===== src/rtl/irq_prio_pkg.sv =====
package irq_prio_pkg;
  typedef enum logic [2:0] {
    OP_AROT_OFF  = 3'b000,
    OP_EOI_TOP   = 3'b001,
    OP_NOP       = 3'b010,
    OP_EOI_NAMED = 3'b011,
    OP_AROT_ON   = 3'b100,
    OP_ROT_TOP   = 3'b101,
    OP_SET_LOW   = 3'b110,
    OP_ROT_NAMED = 3'b111
  } prio_op_e;
endpackage


===== src/rtl/irq_req_capture.sv =====
module irq_req_capture #(
  parameter int N = 8
) (
  input  logic         clk,
  input  logic         rst,
  input  logic         level_mode,
  input  logic [N-1:0] lines,
  input  logic [N-1:0] clr,
  output logic [N-1:0] pend_q
);
  logic [N-1:0] prev_q;
  logic [N-1:0] cap;

  for (genvar i = 0; i < N; i++) begin : g_bit
    always_comb begin
      if (level_mode) cap[i] = lines[i];
      else            cap[i] = pend_q[i] | (lines[i] & ~prev_q[i]);
    end

    always_ff @(posedge clk) begin
      if (rst) begin
        prev_q[i] <= 1'b0;
        pend_q[i] <= 1'b0;
      end else begin
        prev_q[i] <= lines[i];
        pend_q[i] <= cap[i] & ~clr[i];
      end
    end
  end
endmodule


===== src/rtl/irq_prio_pick.sv =====
module irq_prio_pick #(
  parameter int LVL_W = 3
) (
  input  logic [(1<<LVL_W)-1:0] vec,
  input  logic [LVL_W-1:0]      low,
  output logic                  found,
  output logic [LVL_W-1:0]      lvl,
  output logic [LVL_W-1:0]      rank
);
  localparam int N = 1 << LVL_W;

  always_comb begin
    logic [LVL_W-1:0] idx;
    found = 1'b0;
    lvl   = '0;
    rank  = '0;
    idx   = '0;
    for (int r = N - 1; r >= 0; r--) begin
      idx = low + LVL_W'(1) + LVL_W'(r);
      if (vec[idx]) begin
        found = 1'b1;
        lvl   = idx;
        rank  = LVL_W'(r);
      end
    end
  end
endmodule


===== src/rtl/irq_prio_core.sv =====
module irq_prio_core #(
  parameter int LVL_W = 3,
  parameter int VEC_W = 8
) (
  input  logic                     clk,
  input  logic                     rst,
  input  logic [(1<<LVL_W)-1:0]    irq_in,
  input  logic                     cfg_level_mode,
  input  logic                     cfg_auto_eoi,
  input  logic [(1<<LVL_W)-1:0]    cfg_mask,
  input  logic [VEC_W-LVL_W-1:0]   cfg_vec_base,
  input  logic                     ack_pulse,
  input  logic                     poll_rd,
  input  logic                     cmd_valid,
  input  logic [2:0]               cmd_code,
  input  logic [LVL_W-1:0]         cmd_level,
  output logic                     int_out,
  output logic [VEC_W-1:0]         vec_out,
  output logic                     vec_oe,
  output logic [VEC_W-1:0]         poll_data,
  output logic [(1<<LVL_W)-1:0]    irr_out,
  output logic [(1<<LVL_W)-1:0]    isr_out
);
  import irq_prio_pkg::*;

  localparam int N     = 1 << LVL_W;
  localparam int PAD_W = VEC_W - 1 - LVL_W;
  localparam logic [LVL_W-1:0] LVL_MAX = LVL_W'(N - 1);

  logic [N-1:0]     irr_q, isr_q, isr_d;
  logic [N-1:0]     grant_vec, aeoi_clr, cmd_clr;
  logic [LVL_W-1:0] low_q, low_d;
  logic             rot_aeoi_q;
  logic             seq_wait;
  logic [LVL_W-1:0] svc_lvl;
  logic             svc_spur;

  logic             req_found, act_found, win;
  logic [LVL_W-1:0] req_lvl, req_rank, act_lvl, act_rank;
  logic             take_poll, take_ack1, take_ack2, grant, aeoi_hit;
  logic             cmd_low_we;
  logic [LVL_W-1:0] cmd_low_val;

  irq_req_capture #(.N(N)) u_cap (
    .clk        (clk),
    .rst        (rst),
    .level_mode (cfg_level_mode),
    .lines      (irq_in),
    .clr        (grant_vec),
    .pend_q     (irr_q)
  );

  irq_prio_pick #(.LVL_W(LVL_W)) u_pick_req (
    .vec   (irr_q & ~cfg_mask),
    .low   (low_q),
    .found (req_found),
    .lvl   (req_lvl),
    .rank  (req_rank)
  );

  irq_prio_pick #(.LVL_W(LVL_W)) u_pick_act (
    .vec   (isr_q),
    .low   (low_q),
    .found (act_found),
    .lvl   (act_lvl),
    .rank  (act_rank)
  );

  // a pending level wins only if it strictly outranks the top in-service level
  assign win       = req_found && (!act_found || (req_rank < act_rank));
  assign take_poll = poll_rd;
  assign take_ack1 = ack_pulse && !seq_wait && !poll_rd;
  assign take_ack2 = ack_pulse &&  seq_wait && !poll_rd;
  assign grant     = (take_poll || take_ack1) && win;
  assign grant_vec = grant ? (N'(1) << req_lvl) : '0;
  assign aeoi_hit  = take_ack2 && cfg_auto_eoi && !svc_spur;
  assign aeoi_clr  = aeoi_hit ? (N'(1) << svc_lvl) : '0;

  always_comb begin
    cmd_clr     = '0;
    cmd_low_we  = 1'b0;
    cmd_low_val = low_q;
    if (cmd_valid) begin
      unique case (prio_op_e'(cmd_code))
        OP_EOI_TOP:   if (act_found) cmd_clr = N'(1) << act_lvl;
        OP_EOI_NAMED: cmd_clr = N'(1) << cmd_level;
        OP_ROT_TOP: begin
          if (act_found) begin
            cmd_clr     = N'(1) << act_lvl;
            cmd_low_we  = 1'b1;
            cmd_low_val = act_lvl;
          end
        end
        OP_ROT_NAMED: begin
          cmd_clr     = N'(1) << cmd_level;
          cmd_low_we  = 1'b1;
          cmd_low_val = cmd_level;
        end
        OP_SET_LOW: begin
          cmd_low_we  = 1'b1;
          cmd_low_val = cmd_level;
        end
        OP_NOP, OP_AROT_ON, OP_AROT_OFF: ;
        default: ;
      endcase
    end
  end

  always_comb begin
    isr_d = (isr_q & ~(aeoi_clr | cmd_clr)) | grant_vec;
    if (cmd_low_we)                low_d = cmd_low_val;
    else if (aeoi_hit && rot_aeoi_q) low_d = svc_lvl;
    else                           low_d = low_q;
  end

  always_ff @(posedge clk) begin
    if (rst) begin
      isr_q      <= '0;
      low_q      <= LVL_MAX;
      rot_aeoi_q <= 1'b0;
      seq_wait   <= 1'b0;
      svc_lvl    <= '0;
      svc_spur   <= 1'b0;
      int_out    <= 1'b0;
      vec_out    <= '0;
      vec_oe     <= 1'b0;
      poll_data  <= '0;
    end else begin
      isr_q   <= isr_d;
      low_q   <= low_d;
      int_out <= win && !seq_wait && !ack_pulse && !poll_rd;
      vec_oe  <= take_ack2;
      if (cmd_valid && cmd_code == OP_AROT_ON)  rot_aeoi_q <= 1'b1;
      if (cmd_valid && cmd_code == OP_AROT_OFF) rot_aeoi_q <= 1'b0;
      if (take_ack1) begin
        seq_wait <= 1'b1;
        svc_lvl  <= win ? req_lvl : LVL_MAX;
        svc_spur <= !win;
      end
      if (take_ack2) begin
        seq_wait <= 1'b0;
        vec_out  <= {cfg_vec_base, svc_lvl};
      end
      if (take_poll)
        poll_data <= {win, {PAD_W{1'b0}}, (win ? req_lvl : {LVL_W{1'b0}})};
    end
  end

  assign irr_out = irr_q;
  assign isr_out = isr_q;
endmodule


===== config.mk =====
export PLATFORM = sky130hd
export DESIGN_NAME = irq_prio_core
export DESIGN_NICKNAME = d
export VERILOG_FILES = /design/src/rtl/irq_prio_pkg.sv /design/src/rtl/irq_req_capture.sv /design/src/rtl/irq_prio_pick.sv /design/src/rtl/irq_prio_core.sv
export SDC_FILE = /design/constraint.sdc
export NUM_CORES = 1
export LEC_CHECK = 0
export BUFFER_PORTS_ARGS = -buffer_cell sky130_fd_sc_hd__buf_2
export CAP_MARGIN = 40
export CORE_ASPECT_RATIO = 0.5
export CORE_UTILIZATION = 55
export CTS_CLUSTER_SIZE = 40
export DETAILED_ROUTE_END_ITERATION = 8
export PLACE_DENSITY = 0.77
export SYNTH_ARGS = -nofsm -noshare
export SYNTH_HDL_FRONTEND = slang
export SYNTH_SLANG_ARGS = --single-unit

===== constraint.sdc =====
create_clock -name clk -period 5.8 [get_ports clk]
set_clock_uncertainty 0.2 [all_clocks]
set_input_delay 0.29 -clock clk [delete_from_list [all_inputs] [get_ports clk]]
set_output_delay 0.29 -clock clk [all_outputs]
set_load 0.005 [all_outputs]

# Word-level counts from Yosys, hierarchy flattened

Index checks and enable logic that the tools add are counted.

Bits in read-only memories: 0
Bits in latches: 0
Register bits: 47
Bits in writable memories: 0
Input bits: 34
Word-level logic and storage cells: 235
Memories kept: 0

Add/subtract/negate cells: 8
$lt $le $gt $ge: 9
Shift-type cells: 4
Muxes and demuxes: 103
Bitwise operators: 46
Reduce and logical (&&, ||, !) cells: 30
Divide/modulo/power cells: 0
$mul: 0
Equality and inequality tests: 9

Operators with widths:

| kind                                                                          | number |
|---|---|
| 3-bit 2-to-1 mux                                                              | 38 |
| 1-bit binary-select mux with 3-bit select                                     | 16 |
| 1-bit 2-to-1 mux                                                              | 42 |
| 3-bit by 4-bit less-than comparator with 1-bit output (second input constant) | 8 |
| 8-bit 2-to-1 mux                                                              | 4 |
| 1-bit by 3-bit left shift with 8-bit output (first input constant)            | 4 |
| 1-bit bitwise AND                                                             | 16 |
| 8-bit bitwise AND                                                             | 2 |
| 1-bit inverter                                                                | 16 |
| 8-bit inverter                                                                | 2 |
| 8-bit OR                                                                      | 2 |
| 8-bit one-hot mux with 2 select lines                                         | 1 |
| 1-bit logical AND                                                             | 14 |
| 3-bit adder (second input constant)                                           | 4 |
| 3-bit == test (second input constant)                                         | 4 |
| 2-bit OR reduction                                                            | 5 |
| 1-bit OR                                                                      | 8 |
| 3-bit by 1-bit adder with 3-bit output (second input constant)                | 2 |
| 3-bit by 2-bit adder with 3-bit output (second input constant)                | 2 |
| 1-bit logical NOT                                                             | 6 |
| 3-bit one-hot mux with 2 select lines                                         | 1 |
| 4-bit AND reduction                                                           | 1 |
| 3-bit by 1-bit == test with 1-bit output (second input constant)              | 1 |
| 3-bit by 2-bit == test with 1-bit output (second input constant)              | 1 |
| 8 further kinds                                                               | 9 |

# Depth between registers and ports, before layout

Gate-level depths: netlist (run 1).

Depth after elaboration: 20
Mapped depth: 19
Depth with buffers taken out: 14

# Cells and area by module

A second synthesis (run 1) with hierarchy kept.

Cell total of the unflattened synthesis: 517
Area, all modules: 4634.4 um2

By module, submodules not included:

| module          | cells each | area an instance (um2) | instances |
|---|---|---|---|
| irq_prio_pick   | 118        | 1096.1                 | 2 |
| irq_prio_core   | 223        | 1813.0                 | 1 |
| irq_req_capture | 58         | 629.4                  | 1 |

# Worst setup path after synthesis (run 1)

Ideal clock, no wire load.

Path kind: flip-flop to flip-flop
From: reg low_q[0]
To: reg u_cap.pend_q[5]
Required time: 5.457 ns
Buffers on the path: 5
Path slack: 1.653 ns
Arrival: 3.804 ns
Clock period less this slack: 4.147 ns
Setup time: 0.143 ns
Cell stages (with the launch flop): 19
Cell sequence: dfxtp_1 inv_1 buf_2 ha_1 buf_6 buf_6 buf_6 buf_6 mux4_2 mux2i_1 nand2b_1 nor2b_1 o21bai_1 ha_1 o21a_1 nor2_1 a311oi_4 nor4_4 a221oi_1

Longest elaborated chain between the ends: 19

Ends and longest elaborated chain:

| element                                                            | RTL line              | source |
|---|---|---|
| start: declaration                                                 | irq_prio_core.sv:32   | `logic [LVL_W-1:0] low_q, low_d;` |
| start signal: assignment                                           | irq_prio_core.sv:130  | `low_q <= low_d;` |
| 3-bit by 1-bit adder with 3-bit output (*)                         | irq_prio_pick.sv:19   | `idx = low + LVL_W'(1) + LVL_W'(r);` |
| 3-bit adder                                                        | irq_prio_pick.sv:19   |  |
| 1-bit binary-select mux with 3-bit select                          | irq_prio_pick.sv:20   | `if (vec[idx]) begin` |
| 1-bit 2-to-1 mux (not written as such)                             | irq_prio_pick.sv:20   |  |
| 3-bit 2-to-1 mux or 1-bit 2-to-1 mux (tied branches) (8 in series) | irq_prio_pick.sv:20   |  |
| 3-bit less-than comparator or 1-bit logical NOT (tied branches)    | irq_prio_core.sv:70   | `assign win = req_found && (!act_found \|\| (req_rank < act_rank));` |
| 1-bit logical OR                                                   | irq_prio_core.sv:70   |  |
| 1-bit logical AND                                                  | irq_prio_core.sv:70   |  |
| 1-bit logical AND                                                  | irq_prio_core.sv:74   | `assign grant = (take_poll \|\| take_ack1) && win;` |
| 8-bit 2-to-1 mux (*)                                               | irq_prio_core.sv:75   | `assign grant_vec = grant ? (N'(1) << req_lvl) : '0;` |
| 1-bit inverter (*)                                                 | irq_req_capture.sv:26 | `pend_q[i] <= cap[i] & ~clr[i];` |
| 1-bit bitwise AND (*)                                              | irq_req_capture.sv:26 |  |
| end signal: indexed assignment                                     | irq_req_capture.sv:26 |  |
| end: declaration                                                   | irq_req_capture.sv:9  | `output logic [N-1:0] pend_q` |

Mark *: on every way between the ends. The rest lies on a longest branch, timed or not. The select of a mux whose other input is x is not followed.
A chain may end at the register's enable or synchronous reset.

# Worst setup path in the final report (run 1)

Ends and elaborated chain as after synthesis.

==> results.cfg, run 1 <==
[power_and_ir_drop]
power_frac_seq_pct = 14.6
share_comb_of_total_power_pct = 76.6
swShare_pct = 52.59
p_sw_mw = 1.727
finalPower_mw = 3.284
powerDensity_mw_per_mm2 = 639.2
ir_drop_mv = 0.5112
intPower_mw = 1.557
p_leak_nw = 2.040
p_clk_share_pct = 8.8

[timing]
setup-tns-final_ns = 0
hold_violations = 0
worstMarginPinSlew_ns = 0.9164
timing.fmax_mhz = 208.1
fin_crit_ns = 4.805
finalSetupViolCount = 0
hold_slack_ns = 0.02146
fin_crit_sh_pct = 82.84
finalMaxSlewViolations = 0
setup_slack_ns = 0.9952
slew_headroom_pct = 38.77
rsz0062_at_grt = false

[synthesis]
netlist.area_leader.share_pct = 19.90
synth_common_cells = dfxtp_1, nor2_1, nand2_1, mux2i_1, o21ai_0
synth.area.top_cells = dfxtp_1, mux4_2, mux2i_1, nor2_1, nand2_1
ys_seq_area_share_pct = 19.90
synth_edf_count = 0
yosysWarnings = 0
ys_ff_latch = 47
ys.flop_type = dfxtp_1
synthArstFlopShare_pct = 0
synthCells = 529
syn_area_per_cell_um2 = 8.938
yosysUniqueCellTypes = 99
yosysMostFrequentCell = dfxtp_1
yosysTopAreaCell = dfxtp_1
syn_area_mm2 = 0.004728

[critical_path]
path_common_cell = nor4_4
required_ns = 5.73
crit_path_end_kind = register
cp_top_family = simple AND/OR/NAND/NOR gates
path_class = reg2reg
max_stage_delay_ns = 0.54
crit_buf_inv = 2
start_kind = register
cp_max_fo = 32
slowest_stage = ha_2
crit_arrival_ns = 4.73
path_cells = inv_1, ha_2, buf_4, nor4bb_1, nor4_4, mux2i_1, or2_1, nor3b_1, ha_1, o21a_1, nor2_1, a311oi_4, nor4_4, a221oi_1

[placed_design]
hpwl_um = 9209
place.gp.congestion = 0.9471
post_dp_cell_area_mm2 = 0.004989
place_inst = 669
port_buffers = 63
place_ws_ns = 1.063

[clock_network]
holdBufCountCts = 0
htreeDepth = 2
tritoncts = done
clock_sinks = 47
insertion_delay_ns = 0.29
clockRootBuffer = clkbuf_16
cts_buffer_depth = 2
cts_buffers = 5
clkTransAtPathRegs_ns = 0.07
ctsResizeCount = 0
post_cts_buffers = 0

[routing]
antenna_left = 0
num_vias = 4664
dr.first_iter.drc_count = 545
wl_per_cell_um = 19.10
avgViaCountPerCell = 6.889
wl_um = 12930
dr.pass1.iters = 8
remaining_drc_errors = 0

[layout]
finalNetCount = 602
drive_gt1_share_pct = 26.37
stdcell_area_mm2 = 0.005137
final_util_pct = 62.86
diodes = 0
instances_no_fill = 677
area_growth_pct = 8.653

[global_routing]
grt_max_degree = 60
grt_overflow = 0
grt_antenna_before_repair = 0
grt_pass1_wl_um = 20530
grtUsageTotal_pct = 28.85
grt_pass1_vias = 3933

[outcome]
outcome = completed

[floorplan]
num_rows = 23
die_h_um = 67.56
fp.dieW_um = 133.1
io_pins = 68
coreArea_mm2 = 0.008173
start_util_pct = 57.85
dieArea_mm2 = 0.008994

[hold_path]
hold_class = in2reg

[flow_run]
drv_cap = 0
[cell families after synthesis]
kind of cell | count (synthesis) | share of synthesized area, %
AO/OA/AOI/OAI | 152 | 26.41
XOR/XNOR | 7 | 2.779
adder cells (fa/ha/maj) | 4 | 1.059
buffers and inverters | 63 | 6.907
flip-flops | 47 | 19.90
multiplexers | 53 | 16.17
other | 1 | 0.07931
AND/OR/NAND/NOR | 202 | 26.70
[sequential cells by signal, summed over array words and instances, names as in the netlist]
signal and cells:
vec_out 8, svc_lvl 3, poll_data 4, int_out 1
svc_spur 1, vec_oe 1, isr_out 8, u_cap.prev_q 8
u_cap.pend_q 8, rot_aeoi_q 1, low_q 3, seq_wait 1
[layer usage]
metal  vias to the layer above  routed length [um]  global-route usage, %  share of wire (%)
met5                         -                   0                      0                  0
met4                         0                 245                  8.381                1.9
met3                        46                1235                  4.580                9.6
met2                       288                5465                  43.98                 42
met1                      2213                5983                  41.97                 46
li1                       2117                   -                      -                  -
[area by class of cell]
cell class | count | area, um2
Multi-Input combinational cell | 422 | 3475
Fill cell | 676 | 3035
Sequential cell | 47 | 942.2
Timing Repair Buffer | 67 | 352.8
Tap cell | 112 | 140.1
Clock buffer | 5 | 125.1
Inverter | 21 | 78.83
Clock inverter | 3 | 23.77
[path summary, 6_finish.rpt]
path	from	end	slack, ns	depth (start not counted)
max	low_q[0]	u_cap.pend_q[5]	1.0	14
min	irq_in[0]	u_cap.prev_q[0]	0.02	2
max reg2reg	low_q[0]	u_cap.pend_q[5]	1.0	14
min reg2reg	rot_aeoi_q	rot_aeoi_q	0.28	2
[placed cells by master (no fill, tap or decap), types with 15 or more instances in the layout]
| cell | count |
|---|---|
| nand2b_1 | 16 |
| mux2i_1 | 24 |
| nor2_1 | 46 |
| a21oi_1 | 20 |
| nand2_1 | 36 |
| buf_2 | 63 |
| inv_1 | 15 |
| mux4_2 | 15 |
| nor2b_1 | 15 |
| dfxtp_1 | 46 |
| o21ai_0 | 23 |
[worst reg2reg max path, delay by kind of cell (launching register included)]
kind                       cells  cell delay, ns
AOI/OAI and AO/OA              3            0.37
buffers and inverters          2            0.82
muxes                          1            0.28
DFF                            1            0.33
and+or+nand+nor                6            1.84
adders and majority gates      2            0.82
[power by group through the flow]
stage / combinational, mW / clock (mW) / sequential, mW
2_1_floorplan: 2.06 / 0 / 0.429
3_3_place_gp: 2.39 / 0 / 0.492
3_5_place_dp: 2.45 / 0 / 0.479
4_1_cts: 2.47 / 0.289 / 0.472
5_1_grt: 2.70 / 0.301 / 0.486
6_report: 2.52 / 0.288 / 0.479
(Power assumes the default switching activity.)
==> inputs of run 2 (changes only) <==
- ABC_AREA: default -> 1
- CORE_UTILIZATION: 55 -> 51
- clock period: 5.8 -> 4 ns (I/O delays scaled with it)
==> results.cfg, run 2 <==
[critical_path]
start_kind = register
path_class = reg2reg
cp_max_fo = 26
required_ns = 3.98
ff2ff_setup_slack_ns = 0.34
crit_path_end = svc_lvl[1]
r2r_start = low_q[0]
reg2reg_depth = 19
setup.worst_path.start = low_q[0]
crit_path_end_kind = register
regToRegEndpoint = svc_lvl[1]
crit_arrival_ns = 3.64

[clock_network]
clock_sinks = 47
insertion_delay_ns = 0.29
htreeDepth = 2
cts_buffers = 5
tritoncts = done
clkTransAtPathRegs_ns = 0.07
clockRootBuffer = clkbuf_16
cts_buffer_depth = 2

[timing]
setup-tns-final_ns = 0
timing.fmax_mhz = 273.0
finalSetupViolCount = 0
worstMarginPinSlew_ns = 0.6097
hold_violations = 0
finalMaxSlewViolations = 0
fin_crit_ns = 3.663
fin_crit_sh_pct = 91.59
slew_headroom_pct = 59.10

[layout]
drive_gt1_share_pct = 15.59
diodes = 0
area_growth_pct = 16.36
fill_cells = 666
final_common_cell = nand2_1
finalNetCount = 762
mostFrequentLayoutCells = nand2_1, nand3_1, inv_1

[global_routing]
grtUsageTotal_pct = 28.85
grt_antenna_before_repair = 0
grt_overflow = 0
grt_pass1_vias = 3860
grt_max_degree = 30
grt_pass1_wl_um = 17870

[floorplan]
coreArea_mm2 = 0.006910
die_h_um = 62.86
io_pins = 68
start_util_pct = 54.66
dieArea_mm2 = 0.007776
num_rows = 21
fp.dieW_um = 123.7

[synthesis]
synth_edf_count = 0
syn_area_mm2 = 0.003777
ys.flop_type = dfxtp_1
yosysTopAreaCell = dfxtp_1
syn_area_per_cell_um2 = 5.776
yosysUniqueCellTypes = 36
synth.area.top_cells = dfxtp_1, nand2_1, nand3_1, inv_1, a21oi_1
yosysWarnings = 0
yosysMostFrequentCell = nand2_1
ys_seq_area_share_pct = 24.91
synth_common_cells = nand2_1, nand3_1, inv_1, dfxtp_1, nor2_1
synthCells = 654
netlist.area_leader.share_pct = 24.91
ys_ff_latch = 47
synthArstFlopShare_pct = 0

[power_and_ir_drop]
powerDensity_mw_per_mm2 = 816.7
finalPower_mw = 3.590
p_leak_nw = 2.403
ir_drop_mv = 0.4200

[routing]
avgViaCountPerCell = 5.326
wl_per_cell_um = 12.91
wl_um = 10550
dr.pass1.iters = 5
num_vias = 4351
dr.first_iter.drc_count = 459
remaining_drc_errors = 0
antenna_left = 0

[placed_design]
place.gp.congestion = 0.9851
port_buffers = 63
hpwl_um = 8055

[outcome]
outcome = completed

[flow_run]
drv_cap = 0

[hold_path]
hold_class = in2reg
run 2: cell types whose count changed in the layout (fill, tap and decap cells not counted), sizes merged, moves of 16 or more:
cell and change:
nand2b -16, mux2i -25, mux4 -16, inv +61, a21oi +18, nand2 +227
nand3 +78
run 2: how the worst min path moves through the flow:
stage                                from            to  slack (ns)  depth (start not counted)
after floorplan           cfg_vec_base[0]    vec_out[3]        0.10                          2
after detailed placement  cfg_vec_base[4]    vec_out[7]        0.20                          3
after CTS                         poll_rd  poll_data[7]        0.02                          3
after global placement    cfg_vec_base[2]    vec_out[5]        0.19                          3
final                             poll_rd  poll_data[7]        0.03                          3
after global routing              poll_rd  poll_data[7]        0.04                          3
run 2: where the power goes:
part | leakage [nW] | switching [mW] | internal (mW) | total (mW)
Combinational | 1.95 | 1.70 | 0.814 | 2.51
Sequential | 0.386 | 0.107 | 0.563 | 0.670
Clock | 0.0675 | 0.171 | 0.234 | 0.405
run 2: critical path: stages (launching register included):
cell and delay, ns:
dfxtp_1 0.43, inv_8 0.11, ha_1 0.32, inv_1 0.20, buf_4 0.21, nand3_1 0.08, and2_1 0.16, nand2_1 0.10
nand2_1 0.10, inv_1 0.09, nand2_1 0.07, nor3_1 0.21, nor3_1 0.08, ha_1 0.31, a21oi_1 0.17, nand2_2 0.14
a21boi_4 0.32, nand2_4 0.09, o21ai_1 0.13, inv_1 0.04
run 2: layout make-up:
class | count | area, um2 | share of cell area (%)
Clock inverter | 2 | 16.27 | 0.3701
Timing Repair Buffer | 83 | 503.0 | 11.44
Clock buffer | 6 | 128.9 | 2.932
Tap cell | 92 | 115.1 | 2.619
Inverter | 82 | 317.8 | 7.230
Sequential cell | 47 | 940.9 | 21.41
Multi-Input combinational cell | 505 | 2374 | 54.00
run 2: routing by layer:
metal	up-vias	global-route usage (%)	share of wire, %
met5	-	0	0
met4	0	5.422	1.0
met3	11	4.471	9.4
met2	190	43.19	41
met1	1890	43.09	49
li1	2260	-	-
run 2: kinds of logic after synthesis:
group	share of synthesized area [%]
DFF	24.91
and+or+nand+nor	48.03
muxes	0.2650
other	0.09928
AOI/OAI and AO/OA	12.69
adders and majority gates	1.325
buffers and inverters	12.69
run 2: through the flow:
step           cell area [um2]  std cells  worst slack [ns]  util (%)  hold slack [ns]
5_1_grt                   4395        817        -0.0003708     63.61          0.04182
6_report                  4395        817            0.3366     63.61          0.02580
2_1_floorplan             3789        657            0.6435         -           0.1031
3_5_place_dp              4088        793            0.3118     59.15           0.1954
4_1_cts                   4383        816            0.2987     63.43          0.02489
3_3_place_gp              4088        793            0.3539     59.15           0.1867
run 2: timing repair:
action	CTS	global route
buffers inserted	0	1
gates resized for setup	0	1
hold buffers	15	0
setup endpoints to repair	0	6
endpoints found under the hold margin	15	0
